`config.mk`:
```
export PLATFORM = sky130hd
export DESIGN_NAME = dram_hk_seq
export DESIGN_NICKNAME = d
export VERILOG_FILES = /design/src/rtl/dram_hk_pkg.sv /design/src/rtl/dram_hk_us_tick.sv /design/src/rtl/dram_hk_init_ctl.sv /design/src/rtl/dram_hk_ref_sched.sv /design/src/rtl/dram_hk_seq.sv
export SDC_FILE = /design/constraint.sdc
export NUM_CORES = 1
export LEC_CHECK = 0
export BUFFER_PORTS_ARGS = -buffer_cell sky130_fd_sc_hd__clkbuf_2
export CAP_MARGIN = 20
export CORE_UTILIZATION = 40
export CTS_CLUSTER_DIAMETER = 40
export DETAILED_ROUTE_END_ITERATION = 6
export PLACE_DENSITY = 0.64
export SETUP_SLACK_MARGIN = 0.3
export SLEW_MARGIN = 30
export SYNTH_ARGS = -nofsm -noshare
export SYNTH_HDL_FRONTEND = slang
export SYNTH_SLANG_ARGS = --single-unit
```
`constraint.sdc`:
```
create_clock -name clk -period 2.3 [get_ports clk]
set_clock_uncertainty 0.05 [all_clocks]
set_input_delay 0.115 -clock clk [delete_from_list [all_inputs] [get_ports clk]]
set_output_delay 0.115 -clock clk [all_outputs]
set_load 0.05 [all_outputs]
```
`src/rtl/dram_hk_pkg.sv`:
```
package dram_hk_pkg;
  typedef enum logic [1:0] {
    PH_PAUSE = 2'd0,
    PH_INIT  = 2'd1,
    PH_RUN   = 2'd2
  } hk_phase_e;
endpackage

```
`src/rtl/dram_hk_us_tick.sv`:
```
module dram_hk_us_tick #(
  parameter int DIV = 125
) (
  input  logic clk,
  input  logic rst_n,
  output logic tick
);
  localparam int CW = (DIV > 1) ? $clog2(DIV) : 1;
  localparam logic [CW-1:0] LAST = CW'(DIV - 1);

  logic [CW-1:0] cnt_q, cnt_d;

  always_comb begin
    tick  = (cnt_q == LAST);
    cnt_d = tick ? '0 : cnt_q + 1'b1;
  end

  always_ff @(posedge clk or negedge rst_n) begin
    if (!rst_n) cnt_q <= '0;
    else        cnt_q <= cnt_d;
  end
endmodule

```
`src/rtl/dram_hk_init_ctl.sv`:
```
module dram_hk_init_ctl
  import dram_hk_pkg::*;
#(
  parameter int PAUSE_US    = 100,
  parameter int INIT_CYCLES = 8
) (
  input  logic clk,
  input  logic rst_n,
  input  logic tick,
  input  logic gnt,
  output logic init_phase,
  output logic run
);
  localparam int PW = $clog2(PAUSE_US) + 1;
  localparam int IW = $clog2(INIT_CYCLES) + 1;
  localparam logic [PW-1:0] P_LAST = PW'(PAUSE_US - 1);
  localparam logic [IW-1:0] I_LAST = IW'(INIT_CYCLES - 1);

  hk_phase_e      ph_q, ph_d;
  logic [PW-1:0]  pcnt_q, pcnt_d;
  logic [IW-1:0]  icnt_q, icnt_d;

  always_comb begin
    ph_d   = ph_q;
    pcnt_d = pcnt_q;
    icnt_d = icnt_q;
    unique case (ph_q)
      PH_PAUSE: if (tick) begin
        if (pcnt_q == P_LAST) ph_d = PH_INIT;
        else                  pcnt_d = pcnt_q + 1'b1;
      end
      PH_INIT: if (gnt) begin
        if (icnt_q == I_LAST) ph_d = PH_RUN;
        else                  icnt_d = icnt_q + 1'b1;
      end
      default: ;
    endcase
  end

  always_ff @(posedge clk or negedge rst_n) begin
    if (!rst_n) begin
      ph_q   <= PH_PAUSE;
      pcnt_q <= '0;
      icnt_q <= '0;
    end else begin
      ph_q   <= ph_d;
      pcnt_q <= pcnt_d;
      icnt_q <= icnt_d;
    end
  end

  assign init_phase = (ph_q == PH_INIT);
  assign run        = (ph_q == PH_RUN);
endmodule

```
`src/rtl/dram_hk_ref_sched.sv`:
```
module dram_hk_ref_sched #(
  parameter int REFI_US     = 62,
  parameter int ROWS        = 1024,
  parameter int BACKLOG_MAX = 8,
  parameter bit USE_CBR     = 1'b0,
  localparam int ROW_W      = $clog2(ROWS),
  localparam int BL_W       = $clog2(BACKLOG_MAX + 1)
) (
  input  logic             clk,
  input  logic             rst_n,
  input  logic             tick,
  input  logic             run,
  input  logic             init_phase,
  input  logic             gnt,
  output logic             req,
  output logic [ROW_W-1:0] row,
  output logic [BL_W-1:0]  pend,
  output logic             err
);
  localparam int RW = (REFI_US > 1) ? $clog2(REFI_US) : 1;
  localparam logic [RW-1:0]    R_LAST   = RW'(REFI_US - 1);
  localparam logic [ROW_W-1:0] ROW_LAST = ROW_W'(ROWS - 1);
  localparam logic [BL_W-1:0]  BL_FULL  = BL_W'(BACKLOG_MAX);

  logic [RW-1:0]    ri_q, ri_d;
  logic [ROW_W-1:0] row_q, row_d;
  logic [BL_W-1:0]  pend_q, pend_d;
  logic             err_q, err_d;
  logic             due, acc;

  always_comb begin
    req = init_phase | (pend_q != '0);
    acc = gnt & req;
    due = run & tick & (ri_q == R_LAST);

    if (!run)      ri_d = '0;
    else if (tick) ri_d = (ri_q == R_LAST) ? '0 : ri_q + 1'b1;
    else           ri_d = ri_q;

    pend_d = pend_q;
    err_d  = err_q;
    if (run) begin
      if (due && !acc) begin
        if (pend_q == BL_FULL) err_d  = 1'b1;
        else                   pend_d = pend_q + 1'b1;
      end else if (acc && !due) begin
        pend_d = pend_q - 1'b1;
      end
    end

    row_d = row_q;
    if (!USE_CBR && acc) row_d = (row_q == ROW_LAST) ? '0 : row_q + 1'b1;
  end

  always_ff @(posedge clk or negedge rst_n) begin
    if (!rst_n) begin
      ri_q   <= '0;
      row_q  <= '0;
      pend_q <= '0;
      err_q  <= 1'b0;
    end else begin
      ri_q   <= ri_d;
      row_q  <= row_d;
      pend_q <= pend_d;
      err_q  <= err_d;
    end
  end

  assign row  = row_q;
  assign pend = pend_q;
  assign err  = err_q;
endmodule

```
`src/rtl/dram_hk_seq.sv`:
```
module dram_hk_seq #(
  parameter int CLK_MHZ      = 125,
  parameter int PAUSE_US     = 100,
  parameter int INIT_CYCLES  = 8,
  parameter int ROWS         = 1024,
  parameter int RETENTION_US = 64000,
  parameter int BACKLOG_MAX  = 8,
  parameter bit USE_CBR      = 1'b0,
  localparam int ROW_W       = $clog2(ROWS),
  localparam int BL_W        = $clog2(BACKLOG_MAX + 1),
  localparam int REFI_US     = RETENTION_US / ROWS
) (
  input  logic             clk,
  input  logic             rst_n,
  input  logic             ref_gnt,
  input  logic             host_req,
  output logic             ref_req,
  output logic [ROW_W-1:0] ref_row,
  output logic             ref_cbr,
  output logic [BL_W-1:0]  backlog,
  output logic             ref_err,
  output logic             init_done,
  output logic             host_ok
);
  logic [1:0] rsync_q;
  logic       rst_sync_n;
  logic       tick, init_phase, run;

  always_ff @(posedge clk or negedge rst_n) begin
    if (!rst_n) rsync_q <= 2'b00;
    else        rsync_q <= {rsync_q[0], 1'b1};
  end
  assign rst_sync_n = rsync_q[1];

  dram_hk_us_tick #(.DIV(CLK_MHZ)) u_tick (
    .clk(clk), .rst_n(rst_sync_n), .tick(tick)
  );

  dram_hk_init_ctl #(.PAUSE_US(PAUSE_US), .INIT_CYCLES(INIT_CYCLES)) u_init (
    .clk(clk), .rst_n(rst_sync_n), .tick(tick), .gnt(ref_gnt),
    .init_phase(init_phase), .run(run)
  );

  dram_hk_ref_sched #(
    .REFI_US(REFI_US), .ROWS(ROWS), .BACKLOG_MAX(BACKLOG_MAX), .USE_CBR(USE_CBR)
  ) u_sched (
    .clk(clk), .rst_n(rst_sync_n), .tick(tick), .run(run),
    .init_phase(init_phase), .gnt(ref_gnt), .req(ref_req),
    .row(ref_row), .pend(backlog), .err(ref_err)
  );

  assign ref_cbr   = USE_CBR;
  assign init_done = run;
  assign host_ok   = host_req & run;
endmodule

```
==> run_summary.xml, run 1 <==
<?xml version="1.0" encoding="UTF-8"?>
<metrics>
  <group name="grt">
    <metric name="grt.total_usage" unit="%">15.9</metric>
    <metric name="grt_pass1_vias" unit="">1590</metric>
    <metric name="maximum_number_of_pins_on_one_net_before_global_route_repair" unit="">23</metric>
    <metric name="grt_pass1_wl" unit="µm">7400</metric>
    <metric name="overflow" unit="">0</metric>
    <metric name="antenna_violations_before_repair" unit="">0</metric>
  </group>
  <group name="clock_tree">
    <metric name="clk_root_buffer_cell" unit="">sky130_fd_sc_hd__clkbuf_8</metric>
    <metric name="htree_levels" unit="">2</metric>
    <metric name="clock_sinks" unit="">44</metric>
    <metric name="cts_tree" unit="">yes</metric>
    <metric name="clk_path_buf_depth" unit="">2</metric>
    <metric name="latest_clock_arrival_within_the_worst_skew_pair" unit="ns">0.30</metric>
    <metric name="clock_buffers_created_by_tritoncts" unit="">5</metric>
    <metric name="clkTransAtPathRegs" unit="ns">0.08</metric>
  </group>
  <group name="timing">
    <metric name="final.min_clock_period" unit="ns">2.40</metric>
    <metric name="timing.final.setup_violations" unit="">2</metric>
    <metric name="setup_tns" unit="ns">-0.145</metric>
    <metric name="postLayoutSetupSlackWorst" unit="ns">-0.101</metric>
    <metric name="max_clock_freq" unit="MHz">416</metric>
    <metric name="rsz0062_at_grt" unit="">yes</metric>
    <metric name="finalHoldViolCount" unit="">0</metric>
    <metric name="worst_pin_slew" unit="ns">0.578</metric>
    <metric name="final_max_slew_viol_count" unit="">0</metric>
    <metric name="timing.max_slew.rel_slack" unit="%">61.5</metric>
    <metric name="timing.final.crit_share" unit="%">104</metric>
  </group>
  <group name="routing">
    <metric name="vias_per_cell" unit="">5.01</metric>
    <metric name="drtPass1Iterations" unit="">4</metric>
    <metric name="routed-via-count" unit="">1687</metric>
    <metric name="drc_errors" unit="">0</metric>
    <metric name="drt_iter0_markers" unit="">107</metric>
    <metric name="per_cell_routed_wire_length" unit="µm">12.3</metric>
    <metric name="routed_wirelength" unit="µm">4160</metric>
    <metric name="number_of_nets_still_failing_antenna_checks_after_routing" unit="">0</metric>
  </group>
  <group name="synth">
    <metric name="netlist_area" unit="µm²">2230</metric>
    <metric name="synth_seq_area_share" unit="%">49.4</metric>
    <metric name="synthDominantCellAreaShare" unit="%">49.4</metric>
    <metric name="synth.net_count" unit="">220</metric>
    <metric name="synth_top_flop_cell" unit="">sky130_fd_sc_hd__dfrtp_1</metric>
    <metric name="yosys_warnings" unit="">0</metric>
    <metric name="synth.avg_cell_area" unit="µm²">10.8</metric>
    <metric name="synth.ff_latch_count" unit="">44</metric>
    <metric name="synth_area_leaders" unit="">sky130_fd_sc_hd__dfrtp_1 49%, sky130_fd_sc_hd__ha_1 5.1%, sky130_fd_sc_hd__xnor2_1 4.7%, sky130_fd_sc_hd__xor2_1 3.9%, sky130_fd_sc_hd__nor2_1 3.2%</metric>
    <metric name="async_flop_share" unit="%">100</metric>
    <metric name="synth_enable_flop_cells" unit="">0</metric>
    <metric name="netlist.top_cell.by_area" unit="">sky130_fd_sc_hd__dfrtp_1</metric>
    <metric name="netlist_instances" unit="">206</metric>
    <metric name="yosysUniqueCellTypes" unit="">48</metric>
  </group>
  <group name="final_layout">
    <metric name="antenna_cells" unit="">0</metric>
    <metric name="final_cell_mix" unit="">39 x sky130_fd_sc_hd__dfrtp_1, 31 x sky130_fd_sc_hd__buf_4, 21 x sky130_fd_sc_hd__clkbuf_2, 19 x sky130_fd_sc_hd__nor2_1, 15 x sky130_fd_sc_hd__nand2_1</metric>
    <metric name="final_net_count" unit="">280</metric>
    <metric name="postLayoutCoreUtil" unit="%">55.2</metric>
    <metric name="share_of_cells_above_drive_strength_1" unit="%">35.6</metric>
    <metric name="layout.cell_area.non_filler" unit="µm²">2890</metric>
    <metric name="area_delta_synth_final" unit="%">29.7</metric>
    <metric name="fillerInstances" unit="">455</metric>
    <metric name="layout_commonest_cell" unit="">sky130_fd_sc_hd__dfrtp_1</metric>
    <metric name="multi_input_comb_area" unit="µm²">1190</metric>
    <metric name="seq_area" unit="µm²">1110</metric>
  </group>
  <group name="outcome">
    <metric name="violations" unit="">setup timing</metric>
    <metric name="outcome" unit="">complete, but fails checks</metric>
  </group>
  <group name="floorplanning">
    <metric name="chipHeight" unit="µm">76.6</metric>
    <metric name="initial_core_util" unit="%">42.5</metric>
    <metric name="fp.dieW" unit="µm">76.6</metric>
    <metric name="die_area" unit="µm²">5870</metric>
    <metric name="floorplan.core_area" unit="µm²">5240</metric>
    <metric name="num_io_pins" unit="">23</metric>
    <metric name="fp-row-count" unit="">26</metric>
  </group>
  <group name="placement">
    <metric name="dpl.hpwl" unit="µm">3100</metric>
    <metric name="pre_cts_slack" unit="ns">-0.132</metric>
    <metric name="gpl.final_weighted_congestion" unit="">0.762</metric>
    <metric name="port_buffers" unit="">21</metric>
    <metric name="placed_cell_area" unit="µm²">2670</metric>
  </group>
  <group name="worst_setup_path">
    <metric name="worst-endpoint-required" unit="ns">2.47</metric>
    <metric name="critPathLaunchType" unit="">flop</metric>
    <metric name="crit_path_end_kind" unit="">flop</metric>
    <metric name="worst-endpoint-arrival" unit="ns">2.57</metric>
    <metric name="crit_path_max_fanout" unit="">3</metric>
    <metric name="criticalPathCategory" unit="">reg2reg</metric>
  </group>
  <group name="job">
    <metric name="cap_viol_max_count" unit="">0</metric>
  </group>
  <group name="pwr">
    <metric name="peakVddDrop" unit="V">0.000616</metric>
    <metric name="powerDensity" unit="nW/µm²">977</metric>
    <metric name="p_leak" unit="nW">1.31</metric>
  </group>
  <group name="min_path">
    <metric name="min-delay-path-class" unit="">reg2async</metric>
  </group>
</metrics>
==> final timing paths <==
kind	to	depth (start not counted)	slack [ns]	from
worst max register to register	u_sched.pend[3]	11	-0.10	u_tick.cnt_q[0]
worst min-delay path	u_tick.cnt_q[4]	0	0.05	rsync_q[1]
worst max-delay path	u_sched.pend[3]	11	-0.10	u_tick.cnt_q[0]
max in group asynchronous	u_sched.pend[0]	1	1.62	rsync_q[1]
worst min register to register	u_tick.cnt_q[4]	0	0.05	rsync_q[1]
min in group clk	u_init.ph_q[1]	3	0.10	ref_gnt
==> routing by layer <==
metal  share of wire [%]  routed length (µm)  vias to the layer above  track usage [%]
met1                  49                2030                      810             21.9
li1                    -                   -                      849                -
met5                   0                   0                        -                0
met2                  48                1980                       23             24.9
met4                 1.1                  44                        0             5.77
met3                 2.5                 103                        5             2.87
==> logic make-up (layout without fill, tap and decap cells) <==
family | after synthesis | after routing | share of synthesized area [%]
adder cells (fa/ha/maj) | 10 | 10 | 5.95
AO/OA/AOI/OAI | 29 | 29 | 9.04
flip-flops | 44 | 44 | 49.4
AND/OR/NAND/NOR | 86 | 86 | 22.0
multiplexers | 6 | 6 | 3.20
XOR/XNOR | 22 | 22 | 8.65
other | 2 | 2 | 0.337
buffers and inverters | 7 | 68 | 1.40
==> sequential cells by signal, summed over array words and instances (netlist names) <==
name           count
u_tick.cnt_q       7
u_sched.pend       4
u_init.icnt_q      4
u_sched.row       10
u_init.ph_q        2
u_sched.ri_q       6
rsync_q            2
u_init.pcnt_q      8
u_sched.err        1
==> worst max-delay path, cell delays in order, from the launching register on <==
cell                       delay, ns
sky130_fd_sc_hd__dfrtp_1        0.38
sky130_fd_sc_hd__inv_1          0.06
sky130_fd_sc_hd__ha_2           0.18
sky130_fd_sc_hd__nand2_2        0.08
sky130_fd_sc_hd__nor4_4         0.33
sky130_fd_sc_hd__nand3_4        0.14
sky130_fd_sc_hd__ha_4           0.25
sky130_fd_sc_hd__a21o_1         0.15
sky130_fd_sc_hd__a21o_1         0.16
sky130_fd_sc_hd__a31o_2         0.22
sky130_fd_sc_hd__a211oi_2       0.19
sky130_fd_sc_hd__xor2_1         0.15
==> stage by stage <==
step	hold WS, ns	instances	power [W]
after detailed placement	-0.147	322	0.00224
final	0.0462	337	0.00282
after CTS	0.0522	333	0.00284
after floorplan	-0.231	206	0.00192
after global placement	-0.148	322	0.00222
after global routing	0.0682	337	0.00299
==> cells in the mapped netlist, drive strengths merged (3+ instances only) <==
library cell	count
nand2b	3
nor2b	4
nand2	17
o31ai	4
and2	3
mux2	6
nand4	9
ha	9
and3	6
nand3	13
xnor2	12
dfrtp	44
nor2	20
o21ai	13
inv	5
xor2	10
nor4	5
==> power by group <==
| part | switching [W] | leakage, nW | internal, W |
|---|---|---|---|
| sequential | 0.000151 | 0.556 | 0.000927 |
| combinational | 0.000750 | 0.704 | 0.000412 |
| clock | 0.000263 | 0.0541 | 0.000321 |
==> cell type report <==
type	count	share of cell area [%]
flip-flops and latches	44	38.5
clock inverters	3	1.47
inverters	5	0.649
multi-input cells	155	41.2
well taps	70	3.03
repair buffers	55	12.8
clock buffers	5	2.38
==> timing repair <==
| item | CTS | global route |
|---|---|---|
| resized for setup | 1 | 14 |
| setup buffers | 2 | 4 |
| endpoints found under the setup margin | 4 | 13 |
| hold buffers | 1 | 0 |
| hold endpoints to repair | 2 | 0 |
| pin swaps | 4 | 5 |
No activity file was read; power rests on OpenSTA's default activity.
==> run 2: changes to the inputs <==
Settings changed: CORE_ASPECT_RATIO from default to 1.25, CORE_MARGIN from default to 5.
==> run_summary.xml, run 2 (synthesized netlist as in run 1, its figures left out) <==
<?xml version="1.0" encoding="UTF-8"?>
<metrics>
  <group name="worst_setup_path">
    <metric name="timing.critical_path.depth" unit="">11</metric>
    <metric name="critPathBufInv" unit="">4</metric>
    <metric name="crit_slowest_cell" unit="">sky130_fd_sc_hd__dfrtp_1</metric>
    <metric name="path_delay_family" unit="">simple AND/OR/NAND/NOR gates</metric>
    <metric name="criticalPathCategory" unit="">reg2reg</metric>
    <metric name="peak_per_stage_delay_on_the_critical_path" unit="ns">0.38</metric>
    <metric name="worstRegToRegCells" unit="">11</metric>
    <metric name="worst-endpoint-required" unit="ns">2.44</metric>
    <metric name="worst-endpoint-arrival" unit="ns">2.59</metric>
    <metric name="crit_chain" unit="">inv_1 -&gt; ha_2 -&gt; nand2_2 -&gt; nor4_4 -&gt; nand3_4 -&gt; buf_4 -&gt; buf_4 -&gt; buf_4 -&gt; fa_2 -&gt; xor2_1 -&gt; mux2_1</metric>
    <metric name="crit_path_max_fanout" unit="">3</metric>
    <metric name="crit_path_end_kind" unit="">flop</metric>
    <metric name="cp_common_cell" unit="">sky130_fd_sc_hd__buf_4</metric>
    <metric name="critPathLaunchType" unit="">flop</metric>
  </group>
  <group name="final_layout">
    <metric name="layout_commonest_cell" unit="">sky130_fd_sc_hd__dfrtp_1</metric>
    <metric name="flip_flop_count_of_the_largest_register_after_layout" unit="">10</metric>
    <metric name="share_of_cells_above_drive_strength_1" unit="%">34.6</metric>
    <metric name="final_net_count" unit="">282</metric>
    <metric name="layout.cell_area.non_filler" unit="µm²">2890</metric>
    <metric name="antenna_cells" unit="">0</metric>
    <metric name="area_delta_synth_final" unit="%">29.6</metric>
    <metric name="final_cell_mix" unit="">39 x sky130_fd_sc_hd__dfrtp_1, 34 x sky130_fd_sc_hd__buf_4, 21 x sky130_fd_sc_hd__clkbuf_2, 19 x sky130_fd_sc_hd__nor2_1, 16 x sky130_fd_sc_hd__nand2_1</metric>
  </group>
  <group name="pwr">
    <metric name="p_leak" unit="nW">1.32</metric>
    <metric name="powerDensity" unit="nW/µm²">991</metric>
    <metric name="peakVddDrop" unit="V">0.000464</metric>
    <metric name="total_power" unit="W">0.00286</metric>
  </group>
  <group name="grt">
    <metric name="maximum_number_of_pins_on_one_net_before_global_route_repair" unit="">29</metric>
    <metric name="grt_pass1_vias" unit="">1728</metric>
    <metric name="overflow" unit="">0</metric>
    <metric name="grt.total_usage" unit="%">13.0</metric>
    <metric name="antenna_violations_before_repair" unit="">0</metric>
    <metric name="grt_pass1_wl" unit="µm">7640</metric>
  </group>
  <group name="timing">
    <metric name="postLayoutSetupSlackWorst" unit="ns">-0.154</metric>
    <metric name="setup_tns" unit="ns">-0.317</metric>
    <metric name="final.min_clock_period" unit="ns">2.45</metric>
    <metric name="timing.max_slew.rel_slack" unit="%">58.4</metric>
    <metric name="finalHoldViolCount" unit="">0</metric>
    <metric name="max_clock_freq" unit="MHz">408</metric>
    <metric name="rsz0062_at_grt" unit="">yes</metric>
    <metric name="worst_pin_slew" unit="ns">0.624</metric>
    <metric name="final_max_slew_viol_count" unit="">0</metric>
    <metric name="timing.final.setup_violations" unit="">3</metric>
    <metric name="timing.final.crit_share" unit="%">107</metric>
    <metric name="final.hold.worst_slack" unit="ns">0.0858</metric>
  </group>
  <group name="outcome">
    <metric name="violations" unit="">setup timing</metric>
    <metric name="outcome" unit="">complete, but fails checks</metric>
  </group>
  <group name="clock_tree">
    <metric name="cts_tree" unit="">yes</metric>
    <metric name="clkTransAtPathRegs" unit="ns">0.09</metric>
    <metric name="clock_sinks" unit="">44</metric>
    <metric name="htree_levels" unit="">2</metric>
    <metric name="clock_buffers_created_by_tritoncts" unit="">5</metric>
    <metric name="latest_clock_arrival_within_the_worst_skew_pair" unit="ns">0.30</metric>
    <metric name="clk_path_buf_depth" unit="">2</metric>
    <metric name="clk_root_buffer_cell" unit="">sky130_fd_sc_hd__clkbuf_8</metric>
  </group>
  <group name="floorplanning">
    <metric name="chipHeight" unit="µm">93.5</metric>
    <metric name="fp.dieW" unit="µm">76.8</metric>
    <metric name="initial_core_util" unit="%">40.9</metric>
    <metric name="num_io_pins" unit="">23</metric>
    <metric name="floorplan.core_area" unit="µm²">5440</metric>
    <metric name="fp-row-count" unit="">30</metric>
    <metric name="die_area" unit="µm²">7170</metric>
  </group>
  <group name="routing">
    <metric name="per_cell_routed_wire_length" unit="µm">12.8</metric>
    <metric name="drtPass1Iterations" unit="">4</metric>
    <metric name="drt_iter0_markers" unit="">51</metric>
    <metric name="number_of_nets_still_failing_antenna_checks_after_routing" unit="">0</metric>
    <metric name="routed-via-count" unit="">1710</metric>
    <metric name="vias_per_cell" unit="">5.14</metric>
    <metric name="drc_errors" unit="">0</metric>
    <metric name="routed_wirelength" unit="µm">4250</metric>
  </group>
  <group name="placement">
    <metric name="port_buffers" unit="">21</metric>
    <metric name="placed_cell_area" unit="µm²">2670</metric>
    <metric name="gpl.final_weighted_congestion" unit="">0.785</metric>
    <metric name="dpl.hpwl" unit="µm">3150</metric>
  </group>
  <group name="job">
    <metric name="cap_viol_max_count" unit="">0</metric>
  </group>
  <group name="min_path">
    <metric name="min-delay-path-class" unit="">in2async</metric>
  </group>
</metrics>
-- run 2: cell count changes in the layout (fill, tap and decap cells not counted), sizes merged --
cell / before / now
clkinvlp: 1 / 0
buf: 33 / 35
clkbuf: 26 / 27
-- run 2: routing by layer --
| layer | GRT usage (%) | wire length (µm) | up-vias |
|---|---|---|---|
| met1 | 15.2 | 1870 | 827 |
| met4 | 5.25 | 65 | 0 |
| met5 | 0 | 0 | - |
| met3 | 3.47 | 163 | 6 |
| met2 | 22.2 | 2150 | 23 |
| li1 | - | - | 854 |
-- run 2: layout make-up --
type / count / area [µm²]
clock buffers: 6 / 82.6
clock inverters: 2 / 38.8
fillers: 493 / 2550
inverters: 5 / 18.8
multi-input cells: 155 / 1170
flip-flops and latches: 44 / 1110
well taps: 64 / 80.1
repair buffers: 57 / 382
-- run 2: metrics by stage --
step / cells / setup WS [ns] / util [%]
floorplan: 206 / -0.245 / -
global placement: 317 / -0.101 / 49.0
detailed placement: 317 / -0.143 / 49.0
CTS: 329 / -0.0772 / 51.9
global route: 333 / -0.300 / 53.1
finish: 333 / -0.154 / 53.1
-- run 2: worst paths after layout --
check / start / endpoint / slack [ns]
setup reg to reg: u_tick.cnt_q[1] / u_sched.pend[2] / -0.15
min in group clk: ref_gnt / u_init.ph_q[1] / 0.09
setup / recovery: u_tick.cnt_q[1] / u_sched.pend[2] / -0.15
hold / removal: rst_n / rsync_q[0] / 0.09
hold reg to reg: rsync_q[1] / u_tick.cnt_q[2] / 0.23
max in group asynchronous: rsync_q[1] / u_init.icnt_q[1] / 1.33
-- run 2: timing repair --
item	CTS	global route
setup buffers	3	4
hold buffers	1	0
gates cloned	0	0
resized for setup	2	8
endpoints found under the hold margin	2	0
pin swaps	6	8
setup endpoints to repair	3	9
-- run 2: power breakdown --
part / switching (W) / internal [W]
logic: 0.000750 / 0.000419
clock network: 0.000261 / 0.000355
registers: 0.000150 / 0.000927
-- run 2: worst reg2reg max path, stage by stage (launching register included) --
cell and delay [ns]:
sky130_fd_sc_hd__dfrtp_1 0.38, sky130_fd_sc_hd__inv_1 0.06, sky130_fd_sc_hd__ha_2 0.19, sky130_fd_sc_hd__nand2_2 0.08
sky130_fd_sc_hd__nor4_4 0.33, sky130_fd_sc_hd__nand3_4 0.13, sky130_fd_sc_hd__buf_4 0.15, sky130_fd_sc_hd__buf_4 0.12
sky130_fd_sc_hd__buf_4 0.12, sky130_fd_sc_hd__fa_2 0.32, sky130_fd_sc_hd__xor2_1 0.14, sky130_fd_sc_hd__mux2_1 0.29
